===== src/rtl/pst_pkg.sv =====
package pst_pkg;
  typedef enum logic {
    ST_IDLE = 1'b0,
    ST_HOLD = 1'b1
  } pst_state_t;
endpackage


===== src/rtl/pst_midpoint.sv =====
module pst_midpoint #(
  parameter int W = 16
) (
  input  logic [W-1:0] cur,
  input  logic [W-1:0] tgt,
  output logic [W-1:0] mid
);
  localparam logic [W:0] ONE = {{W{1'b0}}, 1'b1};

  logic [W:0] sum;
  logic [W:0] sum_up;
  logic       rising;

  always_comb begin
    sum    = {1'b0, cur} + {1'b0, tgt};
    sum_up = sum + ONE;
    rising = tgt > cur;
    // floor toward a lower present code, ceil toward a higher one
    mid    = rising ? sum[W:1] : sum_up[W:1];
  end
endmodule


===== src/rtl/pst_hold_timer.sv =====
module pst_hold_timer #(
  parameter int CNT_W = 16
) (
  input  logic             clk,
  input  logic             rst,
  input  logic             load,
  input  logic [CNT_W-1:0] load_val,
  output logic             expire
);
  localparam logic [CNT_W-1:0] ONE = {{(CNT_W-1){1'b0}}, 1'b1};

  logic [CNT_W-1:0] cnt;

  always_ff @(posedge clk) begin
    if (rst) begin
      cnt <= '0;
    end else if (load) begin
      cnt <= (load_val == '0) ? ONE : load_val;
    end else if (cnt != '0) begin
      cnt <= cnt - ONE;
    end
  end

  assign expire = (cnt == ONE);
endmodule


===== src/rtl/pst_pending.sv =====
module pst_pending #(
  parameter int W = 16
) (
  input  logic         clk,
  input  logic         rst,
  input  logic         wr,
  input  logic [W-1:0] wr_code,
  input  logic         clr,
  output logic         valid,
  output logic [W-1:0] code
);
  always_ff @(posedge clk) begin
    if (rst) begin
      valid <= 1'b0;
      code  <= '0;
    end else if (wr) begin
      valid <= 1'b1;
      code  <= wr_code;
    end else if (clr) begin
      valid <= 1'b0;
    end
  end
endmodule


===== src/rtl/piezo_step_seq.sv =====
module piezo_step_seq #(
  parameter int              CODE_W    = 16,
  parameter int              CNT_W     = 16,
  parameter logic [CODE_W-1:0] REST_CODE = 16'h8000
) (
  input  logic              clk,
  input  logic              rst,
  input  logic              tgt_valid,
  input  logic [CODE_W-1:0] tgt_code,
  input  logic [CNT_W-1:0]  half_cycles,
  output logic [CODE_W-1:0] dac_code,
  output logic              dac_wr,
  output logic              busy
);
  import pst_pkg::*;

  pst_state_t        state;
  logic [CODE_W-1:0] code_q;
  logic [CODE_W-1:0] final_q;
  logic              wr_q;

  logic              pend_valid;
  logic [CODE_W-1:0] pend_code;
  logic              pend_wr;
  logic              take_req;
  logic [CODE_W-1:0] next_tgt;
  logic [CODE_W-1:0] mid;
  logic              start;
  logic              expire;
  logic              finish;

  always_comb begin
    take_req = (state == ST_IDLE) && (tgt_valid || pend_valid);
    next_tgt = tgt_valid ? tgt_code : pend_code;
    start    = take_req && (next_tgt != code_q);
    pend_wr  = (state == ST_HOLD) && tgt_valid;
    finish   = (state == ST_HOLD) && expire;
  end

  pst_midpoint #(.W(CODE_W)) u_mid (
    .cur (code_q),
    .tgt (next_tgt),
    .mid (mid)
  );

  pst_hold_timer #(.CNT_W(CNT_W)) u_timer (
    .clk      (clk),
    .rst      (rst),
    .load     (start),
    .load_val (half_cycles),
    .expire   (expire)
  );

  pst_pending #(.W(CODE_W)) u_pend (
    .clk     (clk),
    .rst     (rst),
    .wr      (pend_wr),
    .wr_code (tgt_code),
    .clr     (take_req),
    .valid   (pend_valid),
    .code    (pend_code)
  );

  always_ff @(posedge clk) begin
    if (rst) begin
      state   <= ST_IDLE;
      code_q  <= REST_CODE;
      final_q <= REST_CODE;
      wr_q    <= 1'b0;
    end else begin
      wr_q <= 1'b0;
      if (start) begin
        state   <= ST_HOLD;
        code_q  <= mid;
        final_q <= next_tgt;
        wr_q    <= 1'b1;
      end else if (finish) begin
        state  <= ST_IDLE;
        code_q <= final_q;
        wr_q   <= 1'b1;
      end
    end
  end

  assign dac_code = code_q;
  assign dac_wr   = wr_q;
  assign busy     = (state == ST_HOLD) || pend_valid;
endmodule


===== config.mk =====
export PLATFORM = sky130hd
export DESIGN_NAME = piezo_step_seq
export DESIGN_NICKNAME = d
export VERILOG_FILES = /design/src/rtl/pst_pkg.sv /design/src/rtl/pst_midpoint.sv /design/src/rtl/pst_hold_timer.sv /design/src/rtl/pst_pending.sv /design/src/rtl/piezo_step_seq.sv
export SDC_FILE = /design/constraint.sdc
export NUM_CORES = 1
export LEC_CHECK = 0
export ABC_CLOCK_PERIOD_IN_PS = 9750
export BUFFER_PORTS_ARGS = -buffer_cell sky130_fd_sc_hd__clkbuf_2
export CAP_MARGIN = 20
export CORE_MARGIN = 2
export CORE_UTILIZATION = 65
export DETAILED_ROUTE_END_ITERATION = 10
export GPL_ROUTABILITY_DRIVEN = 0
export GPL_TIMING_DRIVEN = 1
export PLACE_DENSITY = 0.9
export SLEW_MARGIN = 20
export SYNTH_ARGS = -nofsm -noshare
export SYNTH_HDL_FRONTEND = slang
export SYNTH_HIERARCHICAL = 1
export SYNTH_SLANG_ARGS = --single-unit
export TNS_END_PERCENT = 30

===== constraint.sdc =====
create_clock -name clk -period 9.75 [get_ports clk]
set_clock_uncertainty 0.05 [all_clocks]
set_input_delay 0.4875 -clock clk [delete_from_list [all_inputs] [get_ports clk]]
set_output_delay 0.4875 -clock clk [all_outputs]
set_load 0.02 [all_outputs]

==> key figures, run 1 <==
Yosys
  • Synth area leaders: dfxtp_1, ha_1, mux2i_1, xnor2_1, a21oi_1
  • Top_reg_cell synth: dfxtp_1
  • Top cell type's share of synthesized area: 25.3%
  • Net Count, Synth: 690
  • Post-synthesis register bit count: 67
  • Most numerous cell in the Yosys netlist: dfxtp_1
  • Synth top cells by count: dfxtp_1, inv_1, nor2_1
  • Post-synth top area cell: dfxtp_1
  • Mapped Area: approximately 5300 sq um
  • YS warnings: 6
  • Syn Inst Count: ~620
  • Post-synthesis cell type count: 81
  • Post-synth EDFFs: 0
  • Synthesized area per cell: 8.58 sq um
  • FFs w/ async S/R, synth: 0%
  • Sequential-to-total area share from yosys stat: 25.3%

Critical path
  • CP max stage delay: ~0.52 ns
  • Worst-path fanout max: 18
  • Family with the most delay on the worst path: simple AND/OR/NAND/NOR gates
  • Critical Path AT: 4.59 ns
  • Critical path startpoint category: input pin
  • Critical path buffers and inverters: 2
  • Reg2reg path depth: 13
  • Worst setup EP type: flop
  • Slowest-stage cell, CP: a2111oi_4
  • Worst-path cell chain: clkbuf_2 > mux2i_1 > inv_1 > ha_1 > nor2b_1 > or2_1 > nor4_1 > a311oi_1 > a2111oi_4 > nor4b_4 > nand2_1 > xnor2_1 > nor3_1 > a311oi_2
  • Crit. path cell count: 14
  • Required @ worst endpoint: about 10 ns
  • CP Class: in -> reg

Route
  • ANT nets after route: 0
  • DR vias: about 5000
  • Routed wire length per instance: between 15 and 20 microns
  • Drt drc: 0
  • Drt total wl: 13.9 mm
  • Via density: ~6.6
  • Initial DRC count: ~500
  • Initial DRT Pass Iterations: 5

STA
  • Tmin final: roughly 4.4 ns
  • RSZ-0062 raised after global routing: no
  • Fin crit share: a little under half
  • TNS Setup: 0 ns
  • Slew Limit Fails: 0
  • Final setup fails: 0
  • Max_slew headroom: 36.4%
  • Tightest Pin Transition: roughly 0.95 ns
  • Hold Fails Final Rpt: 0
  • Peak Freq: ~230 MHz

CTS
  • Clock tree buffer depth: 2
  • Total CTS buffers: 9
  • Num Clock Sinks: 67
  • Clk Latency, worst-skew pair: 0.36 ns
  • Setup bufs post-CTS: 0
  • Worst-path clk slew: ~0.08 ns
  • CTS tree: yes
  • Root Driver: clkbuf_8
  • H-tree levels: 3
  • Hold Buf Count CTS: 0
  • Post-CTS sizing: 0

Power
  • Lkg Pwr: between 0.002 and 0.0025 uW
  • Pwr dens: between 150 and 200 nW/um^2
  • Peak VDD IR: between 0.15 and 0.2 mV
  • Total power: about 1000 uW

Global routing
  • M3 GR Usage: 4.79%
  • Gr usage total: 32.0%
  • Congestion Overflow GR: 0
  • First-pass GRT wire length: roughly 23 mm
  • Most Crowded Layer GR: met2
  • Vias in the first global route: 4706
  • Initial antenna violation count: 0
  • Routing usage on met1: between 40 and 50%
  • Largest net degree at the start of global routing: 67
  • Met2 Use GR: approximately half

Layout
  • Number of antenna diodes: 0
  • Fin cells: approximately 760
  • Design area: roughly 5700 sq um
  • Fill cells: approximately 530
  • Post-layout util: around three quarters
  • Share of cells above drive strength 1: a little under a fifth
  • Area Overhead vs Synth: 7.80%
  • Final net count: 721

Placed design
  • Placed Cells: 740
  • DP Area: about 5500 sq um
  • DP Wirelength: about 10 mm
  • Buffers added on ports: 52

Floorplan
  • Io pins: 53
  • Core ar.: slightly below 8000 sq um
  • Die ar.: 8910 sq um
  • Chip height: around 94 microns
  • Die width: between 90 and 100 microns
  • Initial core utilization: between 60% and 70%
  • Rows: 32

Worst hold path
  • Hold depth: 3
  • Worst Hold Class: in -> reg

Run
  • Max_cap viols: 0

Status
  • Status: complete, no violations
sequential cells by signal, indices dropped and copies added, names as in the netlist:
| name | count |
|---|---|
| u_pend/valid | 1 |
| u_timer/cnt | 16 |
| u_pend/code | 16 |
| state | 1 |
| dac_wr | 1 |
| final_q | 16 |
| dac_code | 16 |
through the flow:
step	hold WS, ns	worst slack [ns]
4_1_cts	0.321	5.47
3_3_place_gp	0.422	5.31
3_5_place_dp	0.430	5.15
6_report	0.327	5.33
5_1_grt	0.338	5.17
2_1_floorplan	0.406	6.05
layout make-up:
type / count / area (sq um) / area share, %
multi-input cells: 465 / 3550 / 62.0
flip-flops and latches: 67 / 1340 / 23.4
repair buffers: 55 / 283 / 4.94
inverters: 52 / 198 / 3.45
clock buffers: 10 / 138 / 2.40
well taps: 102 / 128 / 2.23
clock inverters: 6 / 87.6 / 1.53
cells in the final DEF, fill, tap and decap left out, drive strengths merged, types with 3 or more instances in the layout:
cell and n:
a211oi 22, a21boi 3, a21oi 40, a221oi 5
a22oi 5, a311oi 18, a31oi 5, and3 3
buf 3, clkbuf 62, clkinv 4, dfxtp 67
ha 35, inv 52, mux2i 35, nand2 36
nand2b 6, nand3 25, nand4 14, nor2 45
nor2b 9, nor3 28, nor3b 5, nor4 18
o211ai 7, o21ai 9, o21bai 4, o22ai 4
or2 4, xnor2 33, xor2 15
where the power goes:
| part | internal [uW] | total (uW) | switching, uW |
|---|---|---|---|
| clock | 151 | 265 | 113 |
| combinational | 159 | 409 | 250 |
| sequential | 305 | 347 | 42.2 |
routing by layer:
metal	up-vias	wire length [microns]
met5	-	0
met4	0	358
met3	41	1210
met2	268	6480
met1	2370	5870
li1	2312	-
worst paths after layout:
kind | start | end | slack [ns]
worst max-delay path | tgt_valid | dac_code[13] | 5.33
worst min register to register | u_pend/code[8] | u_pend/code[8] | 0.45
worst min-delay path | half_cycles[8] | u_timer/cnt[8] | 0.33
worst max register to register | u_pend/code[6] | dac_code[13] | 5.82
tightest hold or removal path: cells and delay by family:
family                 cells  cell delay, ns
buffers and inverters      1            0.09
and+or+nand+nor            1            0.05
AOI/OAI and AO/OA          1            0.06
cells by family (layout without fill, tap and decap cells):
kind of cell             after synthesis  count (layout)  synth area share (%)
AND/OR/NAND/NOR                      206             206                  22.2
AO/OA/AOI/OAI                        138             138                  20.3
buffers and inverters                 87             123                  7.89
flip-flops                            67              67                  25.3
XOR/XNOR                              48              48                  8.06
multiplexers                          37              37                  7.61
adder cells (fa/ha/maj)               36              36                  8.62
Power figures use the tool's default switching activity.
==> inputs of run 2 (changes only) <==
--- a/config.mk
+++ b/config.mk
@@ -5,15 +5,16 @@
 export SDC_FILE = /design/constraint.sdc
 export NUM_CORES = 1
 export LEC_CHECK = 0
-export ABC_CLOCK_PERIOD_IN_PS = 9750
+export ABC_AREA = 1
+export ABC_CLOCK_PERIOD_IN_PS = 4100
 export BUFFER_PORTS_ARGS = -buffer_cell sky130_fd_sc_hd__clkbuf_2
 export CAP_MARGIN = 20
 export CORE_MARGIN = 2
-export CORE_UTILIZATION = 65
+export CORE_UTILIZATION = 61
 export DETAILED_ROUTE_END_ITERATION = 10
 export GPL_ROUTABILITY_DRIVEN = 0
 export GPL_TIMING_DRIVEN = 1
-export PLACE_DENSITY = 0.9
+export PLACE_DENSITY = 0.85
 export SLEW_MARGIN = 20
 export SYNTH_ARGS = -nofsm -noshare
 export SYNTH_HDL_FRONTEND = slang
==> constraint.sdc (replaced) <==
create_clock -name clk -period 4.1 [get_ports clk]
set_clock_uncertainty 0.05 [all_clocks]
set_input_delay 0.205 -clock clk [delete_from_list [all_inputs] [get_ports clk]]
set_output_delay 0.205 -clock clk [all_outputs]
set_load 0.02 [all_outputs]
==> run 2 against run 1 <==
Net effect:
- flip-flop and latch count is the same
- design area is 8.3% higher
- highest routed layer unchanged
- sequential share of layout area down 1.8 points
- register-to-register slack worse by 4.6 ns
- synthesized cell count is 53% higher
- via count increased by 19%
==> key figures, run 2 <==
Status
  • Status: complete, no violations

Route
  • Via density: 5.34 (-19%)
  • Routed wire length per instance: 13.1 microns (-29%)
  • Initial DRC count: 547 (+7.7%)
  • ANT nets after route: 0 (unchanged)
  • Initial DRT Pass Iterations: 5 (unchanged)
  • Drt total wl: 14.5 mm (+4.3%)
  • Drt drc: 0 (unchanged)
  • DR vias: 5916 (+19%)

Floorplan
  • Rows: 35 (+9.4%)
  • Chip height: 101 microns (+7.3%)
  • Die ar.: 10300 sq um (+15%)
  • Io pins: 53 (unchanged)
  • Core ar.: 9200 sq um (+18%)
  • Die width: 101 microns (+7.3%)
  • Initial core utilization: 62.7% (-5.3 points)

Power
  • Lkg Pwr: 0.00331 uW (+41%)
  • Combinational share of power: 42.0% (+1.9 points)
  • Pwr dens: 359 nW/um^2 (+100%)
  • Clk pwr share: 22.2% (-3.7 points)
  • Switch share: 42.9% (+3.2 points)
  • Int Pwr: 1270 uW (+110%)
  • Total power: 2230 uW (+120%)
  • Seq pwr share: 35.8% (+1.8 points)
  • Sw Pwr: 955 uW (+140%)
  • Peak VDD IR: 0.281 mV (+79%)

Layout
  • Final net count: 1063 (+47%)
  • Fin cells: 1108 (+46%)
  • Most common cell after layout, fill and taps aside: nand2_1
  • Area Overhead vs Synth: 7.39%
  • Fill cells: 876 (+64%)
  • Design area: 6200 sq um (+8.3%)
  • Most frequent cells in the layout: nand2_1, nor2_1, inv_1, nand3_1, dfxtp_1
  • Post-layout util: 67.4% (-5.9 points)
  • Share of cells above drive strength 1: 15.7% (-3.0 points)
  • Number of antenna diodes: 0 (unchanged)

STA
  • Tmin final: 3.06 ns
  • Hold Fails Final Rpt: 0 (unchanged)
  • Slew Limit Fails: 0 (unchanged)
  • Final setup fails: 0 (unchanged)
  • Tightest Pin Transition: 0.716 ns (-0.238 ns)
  • Fin crit share: around 75%
  • TNS Setup: 0 ns (unchanged)
  • Peak Freq: between 300 and 400 MHz
  • RSZ-0062 raised after global routing: no
  • Max_slew headroom: 52.3% (+16 points)

CTS
  • Worst-path clk slew: 0.07 ns (about the same)
  • Clock tree buffer depth: 2 (unchanged)
  • Hold Buf Count CTS: 0 (unchanged)
  • Post-CTS sizing: 0 (unchanged)
  • Clk Latency, worst-skew pair: 0.35 ns (about the same)
  • H-tree levels: 3 (unchanged)
  • Num Clock Sinks: 67 (unchanged)
  • CTS tree: yes
  • Total CTS buffers: 9 (unchanged)
  • Setup bufs post-CTS: 0 (unchanged)
  • Root Driver: clkbuf_8

Global routing
  • Largest net degree at the start of global routing: 47 (-30%)
  • M3 GR Usage: 5.59% (+0.80 points)
  • Most Crowded Layer GR: met1
  • Congestion Overflow GR: 0 (unchanged)
  • Routing usage on met1: 44.9% (+1.2 points)
  • First-pass GRT wire length: 24.4 mm (+8.1%)
  • Met2 Use GR: 43.0% (-8.1 points)
  • Vias in the first global route: 5235 (+11%)
  • Gr usage total: 29.6% (-2.4 points)
  • Initial antenna violation count: 0 (unchanged)

Yosys
  • Sequential-to-total area share from yosys stat: 23.2% (-2.0 points)
  • Top cell type's share of synthesized area: 23.2% (-2.0 points)
  • YS warnings: 6 (unchanged)
  • Mapped Area: 5770 sq um (+8.7%)
  • Post-synth EDFFs: 0 (unchanged)
  • FFs w/ async S/R, synth: 0% (unchanged)
  • Syn Inst Count: 950 (+53%)
  • Synth top cells by count: nand2_1, nor2_1, inv_1
  • Post-synth top area cell: dfxtp_1
  • Most numerous cell in the Yosys netlist: nand2_1
  • Synthesized area per cell: 6.07 sq um (-29%)
  • Post-synthesis register bit count: 67 (unchanged)
  • Net Count, Synth: 1021 (+48%)
  • Post-synthesis cell type count: 44 (-46%)
  • Synth area leaders: dfxtp_1, nand2_1, nor2_1, ha_1, inv_1
  • Top_reg_cell synth: dfxtp_1

Critical path
  • Critical Path AT: 3.29 ns (-1.30 ns)
  • Worst setup EP type: flop
  • Required @ worst endpoint: 4.33 ns (-5.59 ns)
  • Critical path startpoint category: input pin
  • Worst-path fanout max: 20 (+2)
  • Reg-to-reg setup timing slack: 1.24 ns (-4.58 ns)
  • CP Class: in -> reg

Run
  • Max_cap viols: 0 (unchanged)

Worst hold path
  • Worst Hold Class: in -> reg

Placed design
  • DP Wirelength: 11.4 mm (+8.8%)
  • Placed Cells: 1092 (+48%)
  • DP Area: 6020 sq um (+9.5%)
  • Buffers added on ports: 52 (unchanged)
==> run 2: cell types whose count changed in the layout (fill, tap and decap cells not counted), sizes merged, moves of 21 or more <==
cell | previous run | this run
a211oi | 22 | 1
xnor2 | 33 | 3
nor3 | 28 | 6
inv | 52 | 118
nand3 | 25 | 82
mux2i | 35 | 0
nand2 | 36 | 339
o21ai | 9 | 42
nor2 | 45 | 144
==> run 2: path summary, 6_finish.rpt <==
check,startpoint,end,cells after the start
max,tgt_valid,dac_code[10],19
min,tgt_code[7],u_pend/code[7],3
max reg2reg,u_pend/code[0],dac_code[10],17
min reg2reg,final_q[3],final_q[3],2
==> run 2: stage by stage <==
step / hold WS (ns) / worst slack [ns]
5_1_grt: 0.0456 / 0.711
3_3_place_gp: 0.396 / 0.795
2_1_floorplan: 0.217 / 1.61
4_1_cts: 0.0334 / 1.11
3_5_place_dp: 0.402 / 0.764
6_report: 0.0386 / 1.04
==> run 2: cells by family after synthesis <==
| group | synth area share [%] |
|---|---|
| simple gates | 45.3 |
| buf+inv | 10.9 |
| compound gates | 9.69 |
| xor+xnor | 2.73 |
| flops | 23.2 |
| mux | 0.195 |
| fa+ha+maj | 7.94 |
==> run 2: critical path, stage by stage <==
cell and delay, ns:
clkbuf_2 0.36, inv_2 0.24, nand2_1 0.13, nand2_1 0.15, ha_1 0.25, fa_1 0.39, nand2_1 0.10, nand2_1 0.11
nand3_1 0.10, nand2_2 0.08, xor2_1 0.20, nor2_1 0.18, nand2_2 0.12, nor3_2 0.13, xor2_1 0.19, nand3_1 0.12
nand2_1 0.08, inv_1 0.05, nor2_2 0.09
==> run 2: power by group through the flow <==
stage                     clock [uW]  combinational [uW]  sequential [uW]
after floorplan                    0                 714              806
after global placement             0                 905              808
after detailed placement           0                 914              808
after CTS                        503                 920              793
after global routing             532                1060              804
final                            494                 935              797
==> run 2: final cells by class <==
class	count	area, sq um	share of cell area [%]
Inverter	121	458	7.39
Tap cell	111	139	2.24
Sequential cell	67	1340	21.6
Multi-Input combinational cell	739	3800	61.4
Clock inverter	6	41.3	0.666
Timing Repair Buffer	54	275	4.44
Clock buffer	10	138	2.22
==> run 2: metal layers <==
layer	share of wire, %	wire [microns]
met1	48	7020
met2	42	6100
met3	8.5	1230
met4	1.1	164
met5	0	0
